$ cat config.mk
export PLATFORM = sky130hd
export DESIGN_NAME = ob_black_clamp
export DESIGN_NICKNAME = d
export VERILOG_FILES = /design/src/rtl/ob_clamp_pkg.sv /design/src/rtl/ob_trig_qual.sv /design/src/rtl/ob_window_seq.sv /design/src/rtl/ob_level_avg.sv /design/src/rtl/ob_sub_sat.sv /design/src/rtl/ob_black_clamp.sv
export SDC_FILE = /design/constraint.sdc
export NUM_CORES = 1
export LEC_CHECK = 0
export BUFFER_PORTS_ARGS = -buffer_cell sky130_fd_sc_hd__buf_2
export CAP_MARGIN = 20
export CORE_UTILIZATION = 35
export DETAILED_ROUTE_END_ITERATION = 10
export PLACE_DENSITY = 0.61
export SKIP_LAST_GASP = 1
export SYNTH_ARGS = -nofsm -noshare
export SYNTH_HDL_FRONTEND = slang
export SYNTH_SLANG_ARGS = --single-unit
$ cat constraint.sdc
create_clock -name clk -period 4 [get_ports clk]
set_input_delay 0.2 -clock clk [delete_from_list [all_inputs] [get_ports clk]]
set_output_delay 0.2 -clock clk [all_outputs]
set_load 0.03 [all_outputs]
$ cat src/rtl/ob_clamp_pkg.sv
// Package: shared defaults and helper for the optical-black clamp.
// Assumes: sample width and window length are small; window length is a power of two.
package ob_clamp_pkg;
    localparam int SMP_W_DFLT    = 10;
    localparam int MIN_HIGH_DFLT = 3;
    localparam int OPEN_AT_DFLT  = 5;
    localparam int WIN_LEN_DFLT  = 8;
    localparam int SYNC_N_DFLT   = 2;
endpackage

$ cat src/rtl/ob_trig_qual.sv
// Module: ob_trig_qual
// Synchronises the raw trigger and emits a one-cycle accept pulse once the
// synchronised trigger has stayed high for MIN_HIGH consecutive cycles.
// Assumes: trig_raw is asynchronous; reset is synchronous, active low.
module ob_trig_qual #(
    parameter int SYNC_N   = ob_clamp_pkg::SYNC_N_DFLT,
    parameter int MIN_HIGH = ob_clamp_pkg::MIN_HIGH_DFLT
) (
    input  logic clk,
    input  logic rst_n,
    input  logic trig_raw,
    output logic accept
);
    localparam int RUN_W = $clog2(MIN_HIGH + 1);

    logic [SYNC_N-1:0] sync_q;
    logic [RUN_W-1:0]  run_q;
    logic              trig_s;

    // Synchroniser chain, one flop per stage.
    generate
        for (genvar g = 0; g < SYNC_N; g++) begin : g_sync
            if (g == 0) begin : g_first
                always_ff @(posedge clk) begin
                    if (!rst_n) sync_q[g] <= 1'b0;
                    else        sync_q[g] <= trig_raw;
                end
            end else begin : g_next
                always_ff @(posedge clk) begin
                    if (!rst_n) sync_q[g] <= 1'b0;
                    else        sync_q[g] <= sync_q[g-1];
                end
            end
        end
    endgenerate

    assign trig_s = sync_q[SYNC_N-1];

    // Run-length counter of synchronised high cycles, saturating past the limit.
    always_ff @(posedge clk) begin
        if (!rst_n)                          run_q <= '0;
        else if (!trig_s)                    run_q <= '0;
        else if (run_q != RUN_W'(MIN_HIGH))  run_q <= run_q + 1'b1;
    end

    // Accept exactly once, on the MIN_HIGH-th high cycle.
    assign accept = trig_s && (run_q == RUN_W'(MIN_HIGH - 1));

    // acceptance needs the trigger high in the previous cycle too.
    p_min_width_r2: assert property (@(posedge clk) disable iff (!rst_n)
        accept |-> $past(trig_s));
    // a held trigger is accepted only once.
    p_one_shot_r2: assert property (@(posedge clk) disable iff (!rst_n)
        accept |=> !accept);
endmodule

$ cat src/rtl/ob_window_seq.sv
// Module: ob_window_seq
// Counts clocks after an accepted trigger and marks the sampling window,
// which spans counts OPEN_AT to OPEN_AT+WIN_LEN-1. Accepts are ignored while busy.
// Assumes: accept is a one-cycle pulse from ob_trig_qual.
module ob_window_seq #(
    parameter int OPEN_AT = ob_clamp_pkg::OPEN_AT_DFLT,
    parameter int WIN_LEN = ob_clamp_pkg::WIN_LEN_DFLT
) (
    input  logic clk,
    input  logic rst_n,
    input  logic accept,
    output logic win_en,
    output logic win_first,
    output logic win_last
);
    localparam int CLOSE_AT = OPEN_AT + WIN_LEN - 1;
    localparam int CNT_W    = $clog2(CLOSE_AT + 1);

    logic [CNT_W-1:0] cnt_q;
    logic             busy;

    assign busy = (cnt_q != '0);

    // Cycle counter: starts at 1 on accept, runs to CLOSE_AT, then idles at 0.
    always_ff @(posedge clk) begin
        if (!rst_n)                          cnt_q <= '0;
        else if (busy) begin
            if (cnt_q == CNT_W'(CLOSE_AT))   cnt_q <= '0;
            else                             cnt_q <= cnt_q + 1'b1;
        end else if (accept)                 cnt_q <= CNT_W'(1);
    end

    // Window decode from the counter.
    assign win_en    = (cnt_q >= CNT_W'(OPEN_AT)) && (cnt_q <= CNT_W'(CLOSE_AT));
    assign win_first = (cnt_q == CNT_W'(OPEN_AT));
    assign win_last  = (cnt_q == CNT_W'(CLOSE_AT));

    // once running, the counter only advances, whatever accept does.
    p_busy_ignore_r6: assert property (@(posedge clk) disable iff (!rst_n)
        (busy && !win_last) |=> (cnt_q == $past(cnt_q) + 1'b1));
    // the window closes right after its last slot.
    p_close_r3: assert property (@(posedge clk) disable iff (!rst_n)
        win_last |=> !win_en);
endmodule

$ cat src/rtl/ob_level_avg.sv
// Module: ob_level_avg
// Sums the samples of the window and, after the last one, stores the sum
// divided by WIN_LEN (truncating shift) as the clamp level, with a one-cycle strobe.
// Assumes: WIN_LEN is a power of two; win_first/win_last lie inside win_en.
module ob_level_avg #(
    parameter int SMP_W   = ob_clamp_pkg::SMP_W_DFLT,
    parameter int WIN_LEN = ob_clamp_pkg::WIN_LEN_DFLT
) (
    input  logic             clk,
    input  logic             rst_n,
    input  logic             win_en,
    input  logic             win_first,
    input  logic             win_last,
    input  logic [SMP_W-1:0] smp,
    output logic [SMP_W-1:0] level,
    output logic             upd
);
    localparam int SHIFT = $clog2(WIN_LEN);
    localparam int ACC_W = SMP_W + SHIFT;

    logic [ACC_W-1:0] acc_q;
    logic [ACC_W-1:0] sum_now;

    // Running sum including the current sample; the first slot restarts it.
    assign sum_now = (win_first ? '0 : acc_q) + {{SHIFT{1'b0}}, smp};

    // Accumulator register across the window.
    always_ff @(posedge clk) begin
        if (!rst_n)      acc_q <= '0;
        else if (win_en) acc_q <= sum_now;
    end

    // Held level and update strobe, loaded after the last window sample.
    always_ff @(posedge clk) begin
        if (!rst_n) begin
            level <= '0;
            upd   <= 1'b0;
        end else begin
            upd <= win_last;
            if (win_last) level <= sum_now[ACC_W-1:SHIFT];
        end
    end

    // the strobe lasts one cycle.
    p_upd_pulse_r5: assert property (@(posedge clk) disable iff (!rst_n)
        upd |=> !upd);
    // the level moves only together with the strobe.
    p_level_hold_r8: assert property (@(posedge clk) disable iff (!rst_n)
        !upd |-> $stable(level));
    // a strobe follows the last window slot.
    p_upd_after_last_r5: assert property (@(posedge clk) disable iff (!rst_n)
        upd |-> $past(win_last));
endmodule

$ cat src/rtl/ob_sub_sat.sv
// Module: ob_sub_sat
// Registers each valid sample minus the clamp level, floored at zero.
// Output holds while no valid sample arrives.
// Assumes: level is already in the sample's scale.
module ob_sub_sat #(
    parameter int SMP_W = ob_clamp_pkg::SMP_W_DFLT
) (
    input  logic             clk,
    input  logic             rst_n,
    input  logic [SMP_W-1:0] smp,
    input  logic             vld,
    input  logic [SMP_W-1:0] level,
    output logic [SMP_W-1:0] corr,
    output logic             corr_vld
);
    logic [SMP_W:0]   diff;
    logic [SMP_W-1:0] floored;

    // Extended subtraction; the top bit flags a negative result.
    assign diff    = {1'b0, smp} - {1'b0, level};
    assign floored = diff[SMP_W] ? '0 : diff[SMP_W-1:0];

    // Output register with one-cycle latency.
    always_ff @(posedge clk) begin
        if (!rst_n) begin
            corr     <= '0;
            corr_vld <= 1'b0;
        end else begin
            corr_vld <= vld;
            if (vld) corr <= floored;
        end
    end

    // a valid result never exceeds the sample it came from.
    p_no_exceed_r7: assert property (@(posedge clk) disable iff (!rst_n)
        corr_vld |-> (corr <= $past(smp)));
    // the output holds when no sample was valid.
    p_hold_r7: assert property (@(posedge clk) disable iff (!rst_n)
        !corr_vld |-> $stable(corr));
endmodule

$ cat src/rtl/ob_black_clamp.sv
// Module: ob_black_clamp (top)
// Optical-black clamp: trigger qualification, window timing, averaging and
// subtraction of the black reference from the sample stream.
// Assumes: ob_trig is asynchronous; all else is synchronous to clk.
module ob_black_clamp #(
    parameter int SMP_W    = ob_clamp_pkg::SMP_W_DFLT,
    parameter int SYNC_N   = ob_clamp_pkg::SYNC_N_DFLT,
    parameter int MIN_HIGH = ob_clamp_pkg::MIN_HIGH_DFLT,
    parameter int OPEN_AT  = ob_clamp_pkg::OPEN_AT_DFLT,
    parameter int WIN_LEN  = ob_clamp_pkg::WIN_LEN_DFLT
) (
    input  logic             clk,
    input  logic             rst_n,
    input  logic             ob_trig,
    input  logic [SMP_W-1:0] smp_in,
    input  logic             smp_vld,
    output logic [SMP_W-1:0] clamp_lvl,
    output logic             lvl_upd,
    output logic [SMP_W-1:0] corr_out,
    output logic             corr_vld
);
    logic accept;
    logic win_en;
    logic win_first;
    logic win_last;

    ob_trig_qual #(.SYNC_N(SYNC_N), .MIN_HIGH(MIN_HIGH)) u_qual (
        .clk(clk), .rst_n(rst_n), .trig_raw(ob_trig), .accept(accept)
    );

    ob_window_seq #(.OPEN_AT(OPEN_AT), .WIN_LEN(WIN_LEN)) u_seq (
        .clk(clk), .rst_n(rst_n), .accept(accept),
        .win_en(win_en), .win_first(win_first), .win_last(win_last)
    );

    ob_level_avg #(.SMP_W(SMP_W), .WIN_LEN(WIN_LEN)) u_avg (
        .clk(clk), .rst_n(rst_n), .win_en(win_en), .win_first(win_first),
        .win_last(win_last), .smp(smp_in), .level(clamp_lvl), .upd(lvl_upd)
    );

    ob_sub_sat #(.SMP_W(SMP_W)) u_sub (
        .clk(clk), .rst_n(rst_n), .smp(smp_in), .vld(smp_vld),
        .level(clamp_lvl), .corr(corr_out), .corr_vld(corr_vld)
    );

    // nothing is strobed or valid in the cycle after reset.
    p_reset_quiet_r1: assert property (@(posedge clk)
        !$past(rst_n) |-> (!lvl_upd && !corr_vld && clamp_lvl == '0));
endmodule

==> out/results.ini <==
[status]
outcome=complete, no violations

[sta]
fmax_ghz=0.3255
period_needed_ns=3.072
slew_violations=0
worst_hold_slack_ns=0.1022
tns_ns=0
rsz0062_at_grt=no
fin_skew_ns=0.01216
setup_viol=0
tightest_slew_ns=0.9189
slew_headroom_pct=38.74
finalHoldViolCount=0
min_period_over_period_pct=76.81

[drt]
drt-total-wl_um=6795
ant_nets=0
drcViolationCount=0
drt_first_pass_iters=4
wl_per_cell_um=14.34
viasPerCell=5.338
drt_iter0_markers=90
vias=2530

[clock_network]
cts_hold_buf=0
cts_max_path_buffers=2
clk_pin_slew_worst_paths_ns=0.09
post_cts_buffers=0
clockRootBuffer=clkbuf_8
cts_tree=done
clk_latency_ns=0.30
htree_levels=2
cts-resized-gates=0
numCtsBuffers=5
clock_sinks=43

[place]
port_buffers=35
gp_congestion=0.8811
dp_cells=467
post-dp-hpwl_um=5177

[worst_setup_path]
path_common_cell=ha_1
path_depth=11
cp_cell_sequence=inv_1, ha_1, nand3b_1, and2_1, ha_1, fa_1, a21o_1, nand4_1, a21oi_1, or4_1, nand3_1
cpPeakStageDelay_ns=0.48
reg2regPathDepth=11
slowest_stage=or4_1
path_buf_inv=1
timing_worst_setup_path_type=reg -> reg
cp.arrival_ns=3.32
crit_path_end_kind=register
worstPathRequired_ns=4.25
path_max_fanout=14
cp-start-kind=register
critPathTopFamily=simple AND/OR/NAND/NOR gates

[synth]
synth_top_area_share_pct=31.19
synth_top_area_cell=dfxtp_1
muxShareOfSynthArea_pct=0.3626
ys_types=58
ys_seq_area_share_pct=31.19
synth_xor_area_share_pct=2.221
avgSynthCellArea_sq_um=8.118
postSynth.asyncResetShare_pct=0
synth_compound_area_share_pct=24.61
ys_warn_count=0
synth_fp_nets=382
synth_cells=340
synth_top_family_by_area=compound AO/OA/AOI/OAI gates
synth_edf_count=0
synth_area_sq_mm=0.002760
ys.flop_type=dfxtp_1
synth_fa_ha_area_share_pct=13.24
synth-seq-cells=43
yosys-top-cells-area=dfxtp_1 31%, ha_1 12%, a21oi_1 5.3%
synthSimpleGateAreaFrac_pct=23.12

[floorplanning]
boundaryPins=36
dieArea_sq_mm=0.008246
chipHeight_um=90.81
initial_core_util_pct=35.90
rows=32
die_x_um=90.81
coreArea_sq_mm=0.007687

[cells_and_area]
mostFrequentLayoutCell=dfxtp_1
diodes=0
syn_to_final_growth_pct=13.10
drive_gt1_share_pct=13.17
layout_common_cells=43 x dfxtp_1, 35 x buf_2, 31 x nor2_1
nets=414
final_cells=474
num-fill-cells=826

[pwr]
p_per_area_mw_per_mm2=310.4
pwr-share-seq_pct=47.0
pwr-share-clk_pct=35.0
combPwrFrac_pct=17.9
irDropWorstVdd_uv=172.1
p_sw_uw=279.9
p_int_uw=689.2
swShare_pct=28.89
p_leak_nw=1.325

[job]
maxCapViolations=0

[global_routing]
grt_pass1_wl_um=11090
antenna_found_initial=0
grt_max_degree=22
grt_pass1_vias=2302
track_usage_pct=16.70
overflow=0

[worst_hold_path]
hold_class=in -> reg
worstHoldPathCells=2

## layer usage
layer	track usage, %	share of wire (%)	vias to the layer above	routed length (um)
li1	-	-	1309	-
met1	21.40	49	1168	3310
met2	28.85	47	44	3179
met3	2.273	3.0	9	202
met4	5.291	1.5	0	103
met5	0	0	-	0
## Yosys cell counts, types with 7 or more instances
cell and number:
inv_1 24, nand2_1 29, nand3_1 17, a21oi_1 29, o21ai_0 10, a21o_1 7
ha_1 26, nor2_1 31, and2_1 15, dfxtp_1 43, clkbuf_1 7, nand4_1 7
## state kept, by name, indices dropped and copies added, names as in the netlist
signal,count
u_avg.acc_q,13
u_avg.level,10
u_sub.corr,10
u_seq.cnt_q,4
u_qual.run_q,2
u_avg.upd,1
u_qual.sync_q,1
u_qual.trig_s,1
u_sub.corr_vld,1
## cell type report
type | count | area [sq um] | share of cell area, %
multi-input cells | 261 | 1754 | 56.19
flip-flops and latches | 43 | 860.8 | 27.58
repair buffers | 35 | 175.2 | 5.611
well taps | 102 | 127.6 | 4.088
inverters | 26 | 97.59 | 3.126
clock buffers | 5 | 68.82 | 2.204
clock inverters | 2 | 37.54 | 1.202
## metrics by stage
| step | power [mW] | worst slack, ns | util [%] | area (sq um) |
|---|---|---|---|---|
| floorplan | 0.5911 | 1.349 | - | 2760 |
| global placement | 0.6337 | 1.042 | 39.23 | 3015 |
| detailed placement | 0.6399 | 0.9439 | 39.23 | 3015 |
| CTS | 0.9801 | 0.9328 | 40.61 | 3122 |
| global route | 1.017 | 0.7080 | 40.61 | 3122 |
| finish | 0.9691 | 0.9276 | 40.61 | 3122 |
## power groups by stage
stage | combinational, mW | sequential (mW) | clock [mW]
2_1_floorplan | 0.115 | 0.476 | 0
3_3_place_gp | 0.169 | 0.465 | 0
3_5_place_dp | 0.174 | 0.466 | 0
4_1_cts | 0.175 | 0.456 | 0.349
5_1_grt | 0.194 | 0.458 | 0.365
6_report | 0.174 | 0.456 | 0.340
## kinds of logic (layout without fill, tap and decap cells)
group,count (synthesis),count (layout)
AND/OR/NAND/NOR,128,128
XOR/XNOR,7,7
buffers and inverters,36,68
AO/OA/AOI/OAI,97,97
flip-flops,43,43
adder cells (fa/ha/maj),28,28
multiplexers,1,1
## worst paths after layout
kind	start	endpoint	slack, ns
worst max-delay path	u_seq.cnt_q[1]	u_avg.acc_q[8]	0.93
worst min-delay path	ob_trig	u_qual.sync_q[0]	0.10
worst max register to register	u_seq.cnt_q[1]	u_avg.acc_q[8]	0.93
worst min register to register	u_qual.sync_q[0]	u_qual.trig_s	0.45
Power figures use the tool's default switching activity.
